[src/rtl/fetx_pkg.sv]
`timescale 1ns/1ps
// Package: shared widths, code groups, framer states and line-level codes
// for the Fast Ethernet transmit line encoder.
package fetx_pkg;

    localparam int NIB_W  = 4;
    localparam int CG_W   = 5;
    localparam int LFSR_W = 11;

    typedef logic [CG_W-1:0] cg_t;
    typedef logic [1:0]      lvl_t;

    // Control code groups, written in transmission order (MSB goes first)
    localparam cg_t CG_IDLE = 5'b11111;
    localparam cg_t CG_J    = 5'b11000;
    localparam cg_t CG_K    = 5'b10001;
    localparam cg_t CG_T    = 5'b01101;
    localparam cg_t CG_R    = 5'b00111;

    // Three-level line codes
    localparam lvl_t LVL_ZERO = 2'b00;
    localparam lvl_t LVL_POS  = 2'b01;
    localparam lvl_t LVL_NEG  = 2'b11;

    typedef enum logic [1:0] {
        FR_IDLE   = 2'd0,
        FR_SEND_K = 2'd1,
        FR_DATA   = 2'd2,
        FR_SEND_R = 2'd3
    } fr_state_e;

    // Data nibble to 5-bit code group
    function automatic cg_t nib_to_cg(input logic [NIB_W-1:0] nib);
        cg_t c;
        case (nib)
            4'h0: c = 5'b11110;
            4'h1: c = 5'b01001;
            4'h2: c = 5'b10100;
            4'h3: c = 5'b10101;
            4'h4: c = 5'b01010;
            4'h5: c = 5'b01011;
            4'h6: c = 5'b01110;
            4'h7: c = 5'b01111;
            4'h8: c = 5'b10010;
            4'h9: c = 5'b10011;
            4'hA: c = 5'b10110;
            4'hB: c = 5'b10111;
            4'hC: c = 5'b11010;
            4'hD: c = 5'b11011;
            4'hE: c = 5'b11100;
            default: c = 5'b11101;
        endcase
        return c;
    endfunction

    // MLT3 phase (0..3) to line level: 0, +1, 0, -1
    function automatic lvl_t phase_to_lvl(input logic [1:0] ph);
        lvl_t l;
        case (ph)
            2'd1:    l = LVL_POS;
            2'd3:    l = LVL_NEG;
            default: l = LVL_ZERO;
        endcase
        return l;
    endfunction

endpackage

[src/rtl/fetx_framer.sv]
`timescale 1ns/1ps
// Framer: chooses the code group for each nibble slot.
// Assumes stb_i is high one cycle in five; tx_en_i and nib_i are only
// looked at when stb_i is high. cg_o is combinational and valid in strobe
// cycles; the state advances only on strobe edges.
module fetx_framer
    import fetx_pkg::*;
(
    input  logic             clk,
    input  logic             rst_n,
    input  logic             stb_i,
    input  logic             tx_en_i,
    input  logic [NIB_W-1:0] nib_i,
    output cg_t              cg_o
);

    fr_state_e st_q;
    fr_state_e st_d;

    // Next code group and next framing state for the current slot
    always_comb begin
        cg_o = CG_IDLE;
        st_d = st_q;
        case (st_q)
            FR_IDLE: begin
                if (tx_en_i) begin
                    cg_o = CG_J;
                    st_d = FR_SEND_K;
                end
            end
            FR_SEND_K: begin
                cg_o = CG_K;
                st_d = FR_DATA;
            end
            FR_DATA: begin
                if (tx_en_i) begin
                    cg_o = nib_to_cg(nib_i);
                end else begin
                    cg_o = CG_T;
                    st_d = FR_SEND_R;
                end
            end
            FR_SEND_R: begin
                cg_o = CG_R;
                st_d = FR_IDLE;
            end
            default: begin
                cg_o = CG_IDLE;
                st_d = FR_IDLE;
            end
        endcase
    end

    // Framing state register, advanced on strobe edges only
    always_ff @(posedge clk) begin
        if (!rst_n)
            st_q <= FR_IDLE;
        else if (stb_i)
            st_q <= st_d;
    end

    // A J slot is always followed by a K slot
    assert_j_then_k_R3: assert property (@(posedge clk) disable iff (!rst_n)
        (stb_i && cg_o == CG_J) |=> (st_q == FR_SEND_K));

    // After R the framer is idle, whatever tx_en did on the R strobe
    assert_r_then_idle_R4: assert property (@(posedge clk) disable iff (!rst_n)
        (stb_i && cg_o == CG_R) |=> (st_q == FR_IDLE));

endmodule

[src/rtl/fetx_serializer.sv]
`timescale 1ns/1ps
// Serializer: loads a code group on a strobe edge and sends it first bit
// first, one bit per cycle. Ones are shifted in behind it, so the stream
// stays at idle if a strobe is late. Assumes strobes are five cycles apart.
module fetx_serializer
    import fetx_pkg::*;
(
    input  logic clk,
    input  logic rst_n,
    input  logic stb_i,
    input  cg_t  cg_i,
    output logic bit_o,
    output logic vld_o
);

    localparam int REM_W = CG_W - 1;

    logic [REM_W-1:0] rem_q;
    logic             bit_q;
    logic             vld_q;

    // Shift register: load on strobe, otherwise shift with ones filling
    always_ff @(posedge clk) begin
        if (!rst_n) begin
            bit_q <= 1'b1;
            rem_q <= '1;
        end else if (stb_i) begin
            bit_q <= cg_i[CG_W-1];
            rem_q <= cg_i[REM_W-1:0];
        end else begin
            bit_q <= rem_q[REM_W-1];
            rem_q <= {rem_q[REM_W-2:0], 1'b1};
        end
    end

    // Valid flag: set by the first strobe after reset, then held
    always_ff @(posedge clk) begin
        if (!rst_n)
            vld_q <= 1'b0;
        else if (stb_i)
            vld_q <= 1'b1;
    end

    assign bit_o = bit_q;
    assign vld_o = vld_q;

    // Valid never drops without reset
    assert_vld_sticky_R9: assert property (@(posedge clk) disable iff (!rst_n)
        vld_q |=> vld_q);

endmodule

[src/rtl/fetx_scrambler.sv]
`timescale 1ns/1ps
// Scrambler: XORs each serial bit with the output of a free-running LFSR
// that steps once per cycle. Assumes a nonzero seed.
module fetx_scrambler
    import fetx_pkg::*;
#(
    parameter int                 TAP_HI = LFSR_W,
    parameter int                 TAP_LO = 9,
    parameter logic [LFSR_W-1:0]  SEED   = 11'h5A3
)(
    input  logic clk,
    input  logic rst_n,
    input  logic bit_i,
    input  logic vld_i,
    output logic bit_o,
    output logic vld_o
);

    logic [LFSR_W-1:0] lfsr_q;
    logic              key;
    logic              bit_q;
    logic              vld_q;

    assign key = lfsr_q[TAP_HI-1] ^ lfsr_q[TAP_LO-1];

    // LFSR advance, one step per cycle
    always_ff @(posedge clk) begin
        if (!rst_n)
            lfsr_q <= SEED;
        else
            lfsr_q <= {lfsr_q[LFSR_W-2:0], key};
    end

    // Scrambled bit register
    always_ff @(posedge clk) begin
        if (!rst_n) begin
            bit_q <= 1'b0;
            vld_q <= 1'b0;
        end else begin
            bit_q <= bit_i ^ key;
            vld_q <= vld_i;
        end
    end

    assign bit_o = bit_q;
    assign vld_o = vld_q;

    // The sequence must never lock up at zero
    assert_lfsr_alive_R6: assert property (@(posedge clk) disable iff (!rst_n)
        lfsr_q != '0);

endmodule

[src/rtl/fetx_nrzi.sv]
`timescale 1ns/1ps
// NRZI stage: toggles the held level on each 1, holds it on each 0.
module fetx_nrzi (
    input  logic clk,
    input  logic rst_n,
    input  logic bit_i,
    input  logic vld_i,
    output logic lvl_o,
    output logic vld_o
);

    logic lvl_q;
    logic vld_q;

    // Level register with toggle-on-one
    always_ff @(posedge clk) begin
        if (!rst_n) begin
            lvl_q <= 1'b0;
            vld_q <= 1'b0;
        end else begin
            lvl_q <= lvl_q ^ bit_i;
            vld_q <= vld_i;
        end
    end

    assign lvl_o = lvl_q;
    assign vld_o = vld_q;

endmodule

[src/rtl/fetx_mlt3.sv]
`timescale 1ns/1ps
// MLT3 stage: advances a 2-bit phase on each NRZI transition and drives
// the matching three-level code (00 = 0, 01 = +1, 11 = -1).
module fetx_mlt3
    import fetx_pkg::*;
(
    input  logic clk,
    input  logic rst_n,
    input  logic nrzi_i,
    input  logic vld_i,
    output lvl_t sym_o,
    output logic vld_o
);

    logic [1:0] phase_q;
    logic [1:0] phase_d;
    logic       prev_q;
    logic       edge_seen;
    lvl_t       sym_q;
    logic       vld_q;

    assign edge_seen = nrzi_i ^ prev_q;
    assign phase_d   = phase_q + {1'b0, edge_seen};

    // Phase, previous level and output symbol registers
    always_ff @(posedge clk) begin
        if (!rst_n) begin
            phase_q <= 2'd0;
            prev_q  <= 1'b0;
            sym_q   <= LVL_ZERO;
            vld_q   <= 1'b0;
        end else begin
            phase_q <= phase_d;
            prev_q  <= nrzi_i;
            sym_q   <= phase_to_lvl(phase_d);
            vld_q   <= vld_i;
        end
    end

    assign sym_o = sym_q;
    assign vld_o = vld_q;

    // Only the three legal codes appear
    assert_legal_code_R8: assert property (@(posedge clk) disable iff (!rst_n)
        sym_q != 2'b10);

    // From a nonzero level the next level is the same or zero
    assert_via_zero_R8: assert property (@(posedge clk) disable iff (!rst_n)
        (sym_q != LVL_ZERO) |=> (sym_q == $past(sym_q) || sym_q == LVL_ZERO));

endmodule

[src/rtl/fe_tx_line_encoder.sv]
`timescale 1ns/1ps
// Fast Ethernet transmit line encoder, top level.
// Chain: framer -> serializer -> scrambler -> NRZI -> MLT3.
// Assumes nib_stb_i is high one cycle in every five of the 125 MHz clock.
module fe_tx_line_encoder
    import fetx_pkg::*;
#(
    parameter logic [10:0] SCR_SEED = 11'h5A3
)(
    input  logic       clk,
    input  logic       rst_n,
    input  logic       nib_stb_i,
    input  logic       tx_en_i,
    input  logic [3:0] nib_i,
    output logic [1:0] mlt3_o,
    output logic       mlt3_vld_o
);

    cg_t  cg;
    logic ser_bit, ser_vld;
    logic scr_bit, scr_vld;
    logic nrz_lvl, nrz_vld;

    fetx_framer u_framer (
        .clk     (clk),
        .rst_n   (rst_n),
        .stb_i   (nib_stb_i),
        .tx_en_i (tx_en_i),
        .nib_i   (nib_i),
        .cg_o    (cg)
    );

    fetx_serializer u_ser (
        .clk   (clk),
        .rst_n (rst_n),
        .stb_i (nib_stb_i),
        .cg_i  (cg),
        .bit_o (ser_bit),
        .vld_o (ser_vld)
    );

    fetx_scrambler #(
        .SEED (SCR_SEED)
    ) u_scr (
        .clk   (clk),
        .rst_n (rst_n),
        .bit_i (ser_bit),
        .vld_i (ser_vld),
        .bit_o (scr_bit),
        .vld_o (scr_vld)
    );

    fetx_nrzi u_nrzi (
        .clk   (clk),
        .rst_n (rst_n),
        .bit_i (scr_bit),
        .vld_i (scr_vld),
        .lvl_o (nrz_lvl),
        .vld_o (nrz_vld)
    );

    fetx_mlt3 u_mlt3 (
        .clk    (clk),
        .rst_n  (rst_n),
        .nrzi_i (nrz_lvl),
        .vld_i  (nrz_vld),
        .sym_o  (mlt3_o),
        .vld_o  (mlt3_vld_o)
    );

    // A scrambled 1 shows up as a line step two edges later
    assert_one_steps_R7: assert property (@(posedge clk) disable iff (!rst_n)
        scr_bit |=> ##1 (mlt3_o != $past(mlt3_o)));

    // A scrambled 0 leaves the line level alone
    assert_zero_holds_R7: assert property (@(posedge clk) disable iff (!rst_n)
        !scr_bit |=> ##1 $stable(mlt3_o));

endmodule

[config.mk]
export PLATFORM = sky130hd
export DESIGN_NAME = fe_tx_line_encoder
export DESIGN_NICKNAME = d
export VERILOG_FILES = /design/src/rtl/fetx_pkg.sv /design/src/rtl/fetx_framer.sv /design/src/rtl/fetx_serializer.sv /design/src/rtl/fetx_scrambler.sv /design/src/rtl/fetx_nrzi.sv /design/src/rtl/fetx_mlt3.sv /design/src/rtl/fe_tx_line_encoder.sv
export SDC_FILE = /design/constraint.sdc
export NUM_CORES = 1
export LEC_CHECK = 0
export BUFFER_PORTS_ARGS = -buffer_cell sky130_fd_sc_hd__buf_4
export CAP_MARGIN = 20
export CELL_PAD_IN_SITES_DETAIL_PLACEMENT = 0
export CELL_PAD_IN_SITES_GLOBAL_PLACEMENT = 2
export CORE_UTILIZATION = 35
export DETAILED_ROUTE_END_ITERATION = 12
export GPL_TIMING_DRIVEN = 0
export MAX_ROUTING_LAYER = met4
export PLACE_DENSITY_LB_ADDON = 0.1
export SLEW_MARGIN = 20
export SYNTH_ARGS = -nofsm -noshare
export SYNTH_HDL_FRONTEND = slang
export SYNTH_SLANG_ARGS = --single-unit
[constraint.sdc]
create_clock -name clk -period 1.4 [get_ports clk]
set_input_delay 0.28 -clock clk [delete_from_list [all_inputs] [get_ports clk]]
set_output_delay 0.28 -clock clk [all_outputs]
set_load 0.01 [all_outputs]
==> results of run 1 <==
-- synthesized netlist by cell type --
library cell | n | area share [%]
a21oi_1 | 3 | 1.4
a31oi_1 | 1 | 0.58
and2_1 | 12 | 7.0
and3_1 | 2 | 1.2
buf_2 | 1 | 0.46
buf_4 | 1 | 0.70
buf_6 | 1 | 1.0
clkbuf_2 | 1 | 0.46
dfxtp_1 | 28 | 52
ha_1 | 5 | 5.8
inv_1 | 4 | 1.4
mux2i_1 | 1 | 0.93
nand2_1 | 5 | 1.7
nand2b_1 | 8 | 4.6
nand2b_4 | 1 | 1.3
nand3_1 | 2 | 0.93
nor2_1 | 9 | 3.1
nor3_1 | 2 | 0.93
nor3b_1 | 1 | 0.70
nor4_1 | 1 | 0.58
nor4b_2 | 1 | 1.4
o211ai_1 | 3 | 2.1
o21a_1 | 1 | 0.70
o21ai_0 | 1 | 0.46
o21ai_1 | 1 | 0.46
o221ai_1 | 1 | 0.81
o221ai_2 | 1 | 1.4
o22ai_1 | 1 | 0.58
or2_0 | 1 | 0.58
or2_2 | 1 | 0.58
xnor2_1 | 2 | 1.6
xor2_1 | 3 | 2.4
-- timing repair --
| action | in CTS | in global routing |
|---|---|---|
| endpoints found under the setup margin | 1 | 0 |
| resized for setup | 3 | 0 |
| hold buffers | 0 | 0 |
| setup buffers | 0 | 0 |
-- worst reg2reg max path, stage by stage, from the launching register on --
cell	delay (ps)
dfxtp_2	390
inv_1	80
ha_2	230
nand2b_4	180
nor4b_2	270
o21ai_1	100
-- report_power, final --
group | switching, mW | internal [mW] | leakage [nW]
Clock | 0.213 | 0.101 | 0.0138
Combinational | 0.109 | 0.125 | 0.279
Sequential | 0.0300 | 0.865 | 0.233
Total | 0.351 | 1.09 | 0.526
-- layer usage --
metal / routed length (um) / up-vias / part of all wire (%)
met5: 0 / - / 0
met4: 14 / 0 / 0.79
met3: 54 / 2 / 3.0
met2: 677 / 7 / 38
met1: 1020 / 312 / 58
li1: - / 377 / -
-- worst min path at each step --
| stage | startpoint | end | slack (ps) | depth (start not counted) |
|---|---|---|---|---|
| floorplan | rst_n | u_scr.lfsr_q[5] | 350 | 1 |
| global placement | u_scr.lfsr_q[4] | u_scr.lfsr_q[5] | 390 | 1 |
| detailed placement | u_scr.lfsr_q[4] | u_scr.lfsr_q[5] | 400 | 1 |
| CTS | rst_n | u_scr.lfsr_q[7] | 150 | 2 |
| global route | rst_n | u_scr.lfsr_q[7] | 150 | 2 |
| finish | rst_n | u_scr.lfsr_q[7] | 160 | 2 |
-- cells in the final DEF, fill, tap and decap left out --
cell      instances
inv_1             4
or2_2             1
o221ai_1          1
buf_6             1
and3_1            2
xor2_1            3
dfxtp_2           2
o21a_1            1
ha_1              4
a21oi_1           3
o21ai_0           1
nand3_1           2
nor4b_2           1
nor3_1            2
and2_1           12
a31oi_1           1
buf_2             1
clkbuf_4          3
dfxtp_1          26
nor2_1            9
or2_0             1
o211ai_1          3
nand2_1           5
mux2i_1           1
nand2b_4          1
clkbuf_2          1
nand2b_1          8
nor3b_1           1
o21ai_1           1
o22ai_1           1
nor4_1            1
buf_4            11
ha_2              1
xnor2_1           2
o221ai_2          1
-- state kept, by name, summed over array words and instances, names as in the netlist, 2 cells and up --
signal / cells
u_scr.lfsr_q: 11
u_ser.rem_q: 4
u_framer.st_q: 2
u_mlt3.sym_o: 2
-- logic make-up after synthesis --
logic type	count (synthesis)	synth area share, %
AOI/OAI and AO/OA	13	8.48
xor gates and xnor gates	5	4.07
adders and majority gates	5	5.81
buffers and inverters	8	4.06
DFF	28	52.0
muxes	1	0.929
and+or+nand+nor	46	24.6
-- metrics by stage --
stage / setup TNS [ps] / hold WS [ps] / setup WS (ps) / total power [mW]
floorplan: 0 / 353 / 131 / 1.07
global placement: -76.9 / 389 / -76.9 / 1.14
detailed placement: -45.3 / 396 / -45.3 / 1.15
CTS: 0 / 152 / 63.4 / 1.46
global route: 0 / 151 / 5.16 / 1.54
finish: 0 / 157 / 66.0 / 1.44
-- area by class of cell --
type                       count  share of cell area [%]
multi-input combinational     70                    39.0
timing repair buffer          10                    6.16
buffer                         4                    2.36
tap                           31                    3.18
sequential                    28                    46.2
inverter                       4                    1.23
clock buffer                   3                    1.85
==> qor.yml, run 1 <==
maxSlewHeadroom_pct: 81.8
met3_usage_pct: 4.31
drv_cap: 0
clkTransAtPathRegs_ps: 140
io_buffer_count: 10
crit_path_end: "u_ser.rem_q[3]"
cts_tree: "yes"
dp_hpwl_um: 1290
clock_path_buffers: 2
grt_usage_pct: 12.9
met1_usage_pct: 19.2
cts_sinks: 28
seqCellArea_um2: 563
busiest_layer: "met1"
clk-insertion-delay-late_ps: 310
nets: 134
dieHeight_um: 57.5
worstSetupEndpointType: "flip-flop"
viasPerCell: 4.65
syn_nets: 119
die_x_um: 57.5
status: "complete, but fails checks"
layout.cells.non_filler: 150
row_count: 19
grt_antenna_before_repair: 0
design_area_um2: 1220
grt_start_max_net_pins: 15
fin_skew_ps: 8.48
post-route-util_pct: 43.1
hold_viol: 0
slowest_stage: "dfxtp_2"
grt_overflow: 0
cp.arrival_ps: 1550
cp-start-kind: "flip-flop"
placed_area_um2: 1190
yosysUniqueCellTypes: 32
synth_seq_area_share_pct: 52.0
multi_input_area_um2: 475
grt_pass1_wl_um: 3040
area_delta_synth_final_pct: 13.1
reg2reg_to: "u_ser.rem_q[3]"
violations: "DRC"
required_ps: 1620
globalplace.congestion: 0.710
ir_drop_uv: 681
finalCritPeriodShare_pct: 95.3
dr_total_vias: 698
cpPeakStageDelay_ps: 390
finalMaxSlewViolations: 0
cts_made_buffers: 3
ff2ff_path_depth: 5
synthCells: 106
diodes: 0
wl_per_cell_um: 11.8
setup_viol: 0
core-area_um2: 2830
fin_crit_ps: 1330
path_class: "flip-flop to flip-flop"
dpl.cell_count: 147
cp_cell_sequence: "inv_1 -> ha_2 -> nand2b_4 -> nor4b_2 -> o21ai_1"
drive_gt1_share_pct: 20.2
p_leak_nw: 0.526
syn_area_per_cell_um2: 10.2
ant_nets: 0
die_area_um2: 3300
grt_pass1_vias: 648
use_met2_pct: 15.6
routed_wl_um: 1770
worstPathBufferInverterCount: 1
crit_family: "simple AND/OR/NAND/NOR gates"
nFillCells: 288
syn_area_um2: 1080
rsz0062_at_grt: "no"
drc: 1
start_util_pct: 38.1
power.density_nw_per_um2: 1180
r2r_slack_ps: 70
root_buffer: "clkbuf_4"
setup.worst_path.start: "u_framer.st_q[0]"
ys_ff_latch: 28
min_path_type: "input port to flip-flop"
worst_pin_slew_ps: 272
dr.pass1.iters: 8
drt-initial-drc-count: 17
crit_fanout: 7
htree_levels: 1
pin_count: 11
worstSetupPathDepth: 5
maxClockFrequency_mhz: 750
synth_warnings: 0
crit-reg2reg-launch: "u_framer.st_q[0]"
(Power assumes the default switching activity.)
==> inputs of run 2 (changes only) <==
--- a/config.mk
+++ b/config.mk
@@ -9,6 +9,7 @@
 export CAP_MARGIN = 20
 export CELL_PAD_IN_SITES_DETAIL_PLACEMENT = 0
 export CELL_PAD_IN_SITES_GLOBAL_PLACEMENT = 2
+export CORE_MARGIN = 2
 export CORE_UTILIZATION = 35
 export DETAILED_ROUTE_END_ITERATION = 12
 export GPL_TIMING_DRIVEN = 0
==> qor.yml, run 2 (synthesized netlist as in run 1, its figures left out) <==
cp-start-kind: "flip-flop"
dr.pass1.iters: 4
largest_register_ffs: 11
routed_wl_um: 1780
core-area_um2: 2980
cp.arrival_ps: 1530
nets: 134
finalMaxSlewViolations: 0
start_util_pct: 36.2
cts_made_buffers: 3
whs_ps: 162
maxClockFrequency_mhz: 766
design_area_um2: 1230
crit_family: "simple AND/OR/NAND/NOR gates"
die_x_um: 59.5
cts_sinks: 28
cpPeakStageDelay_ps: 400
placed_area_um2: 1190
io_buffer_count: 10
postCtsSetupBuffers: 0
cts_tree: "yes"
row_count: 20
ff2ff_path_depth: 5
globalplace.congestion: 0.778
maxSlewHeadroom_pct: 83.1
rsz0062_at_grt: "no"
max_flop_register: "u_scr.lfsr_q"
hold_depth: 2
die_area_um2: 3540
power.density_nw_per_um2: 1220
pin_count: 11
grt_pass1_wl_um: 3060
grt_start_max_net_pins: 16
worstPathBufferInverterCount: 1
root_buffer: "clkbuf_4"
reg.largest.list: "u_scr.lfsr_q x11, u_ser.rem_q x4"
clk-insertion-delay-late_ps: 320
hold_viol: 0
finalCritPeriodShare_pct: 93.2
setup_viol: 0
ir_drop_uv: 306
drt-initial-drc-count: 7
dp_hpwl_um: 1340
dieHeight_um: 59.5
p_leak_nw: 0.533
dr_total_vias: 726
min-delay-start: "rst_n"
path_class: "flip-flop to flip-flop"
wl_per_cell_um: 11.6
clock_path_buffers: 2
worstSetupEndpointType: "flip-flop"
area_delta_synth_final_pct: 14.6
worst_pin_slew_ps: 252
required_ps: 1620
holdPathEnd: "u_scr.lfsr_q[8]"
ant_nets: 0
reg2reg_to: "u_ser.rem_q[3]"
grt_usage_pct: 11.9
grt_pass1_vias: 724
viasPerCell: 4.75
cp_cell_sequence: "inv_1 -> ha_2 -> nand2b_4 -> nor4b_2 -> o21ai_1"
status: "complete, no violations"
cts_resized: 2
fin_skew_ps: 7.16
drive_gt1_share_pct: 20.8
hold_buffers: 0
slowest_stage: "dfxtp_2"
fin_crit_ps: 1310
crit_fanout: 7
htree_levels: 1
crit-reg2reg-launch: "u_framer.st_q[1]"
drc: 0
layout_common_cells: "26 x dfxtp_1, 12 x and2_1, 11 x buf_4"
setup.worst_path.start: "u_framer.st_q[1]"
clkTransAtPathRegs_ps: 150
final_common_cell: "dfxtp_1"
grt_antenna_before_repair: 0
min_path_type: "input port to flip-flop"
r2r_slack_ps: 90
grt_overflow: 0
drv_cap: 0
diodes: 0
==> run 2: cell types whose count changed in the layout (fill, tap and decap cells not counted), sizes merged <==
cell / previous run / this run
clkbuf: 4 / 5
==> run 2: worst max path at each step <==
stage	endpoint	slack, ps	cells past startpoint
floorplan	u_ser.rem_q[3]	130	5
global placement	u_ser.rem_q[3]	-80	5
detailed placement	u_ser.rem_q[3]	-50	5
CTS	u_ser.rem_q[3]	20	5
global route	u_ser.rem_q[0]	3	4
finish	u_ser.rem_q[3]	90	5
==> run 2: through the flow <==
step | total power [mW] | setup TNS, ps | instances | worst slack (ps) | util (%)
after floorplan | 1.07 | 0 | 106 | 131 | -
after global placement | 1.15 | -168 | 149 | -79.1 | 40.1
after detailed placement | 1.15 | -87.3 | 149 | -50.6 | 40.1
after CTS | 1.53 | 0 | 153 | 17.0 | 41.4
after global routing | 1.59 | 0 | 153 | 2.69 | 41.5
final | 1.51 | 0 | 153 | 95.0 | 41.5
==> run 2: metal layers <==
metal  wire length (um)  vias to the layer above  part of all wire (%)  GRT usage, %
met4                 21                        0                   1.2          3.90
li1                   -                      377                     -             -
met3                 52                        2                   2.9          1.97
met1                846                      336                    48          14.0
met2                858                       11                    48          20.4
met5                  0                        -                     0             -
==> run 2: layout make-up <==
cell class	count	area [um2]
Clock buffer	4	36.3
Inverter	4	15.0
Tap cell	33	41.3
Multi-Input combinational cell	70	475
Timing Repair Buffer	10	75.1
Buffer	4	28.8
Fill cell	319	1740
Sequential cell	28	563
==> run 2: worst register-to-register path, cell delays in order, from the launching register on <==
cell and delay (ps):
dfxtp_2 400, inv_1 90, ha_2 220, nand2b_4 170
nor4b_2 250, o21ai_1 90
==> run 2: power breakdown <==
group          switching (mW)  internal [mW]
Combinational           0.108          0.124
Clock                   0.222          0.159
Sequential             0.0299          0.865
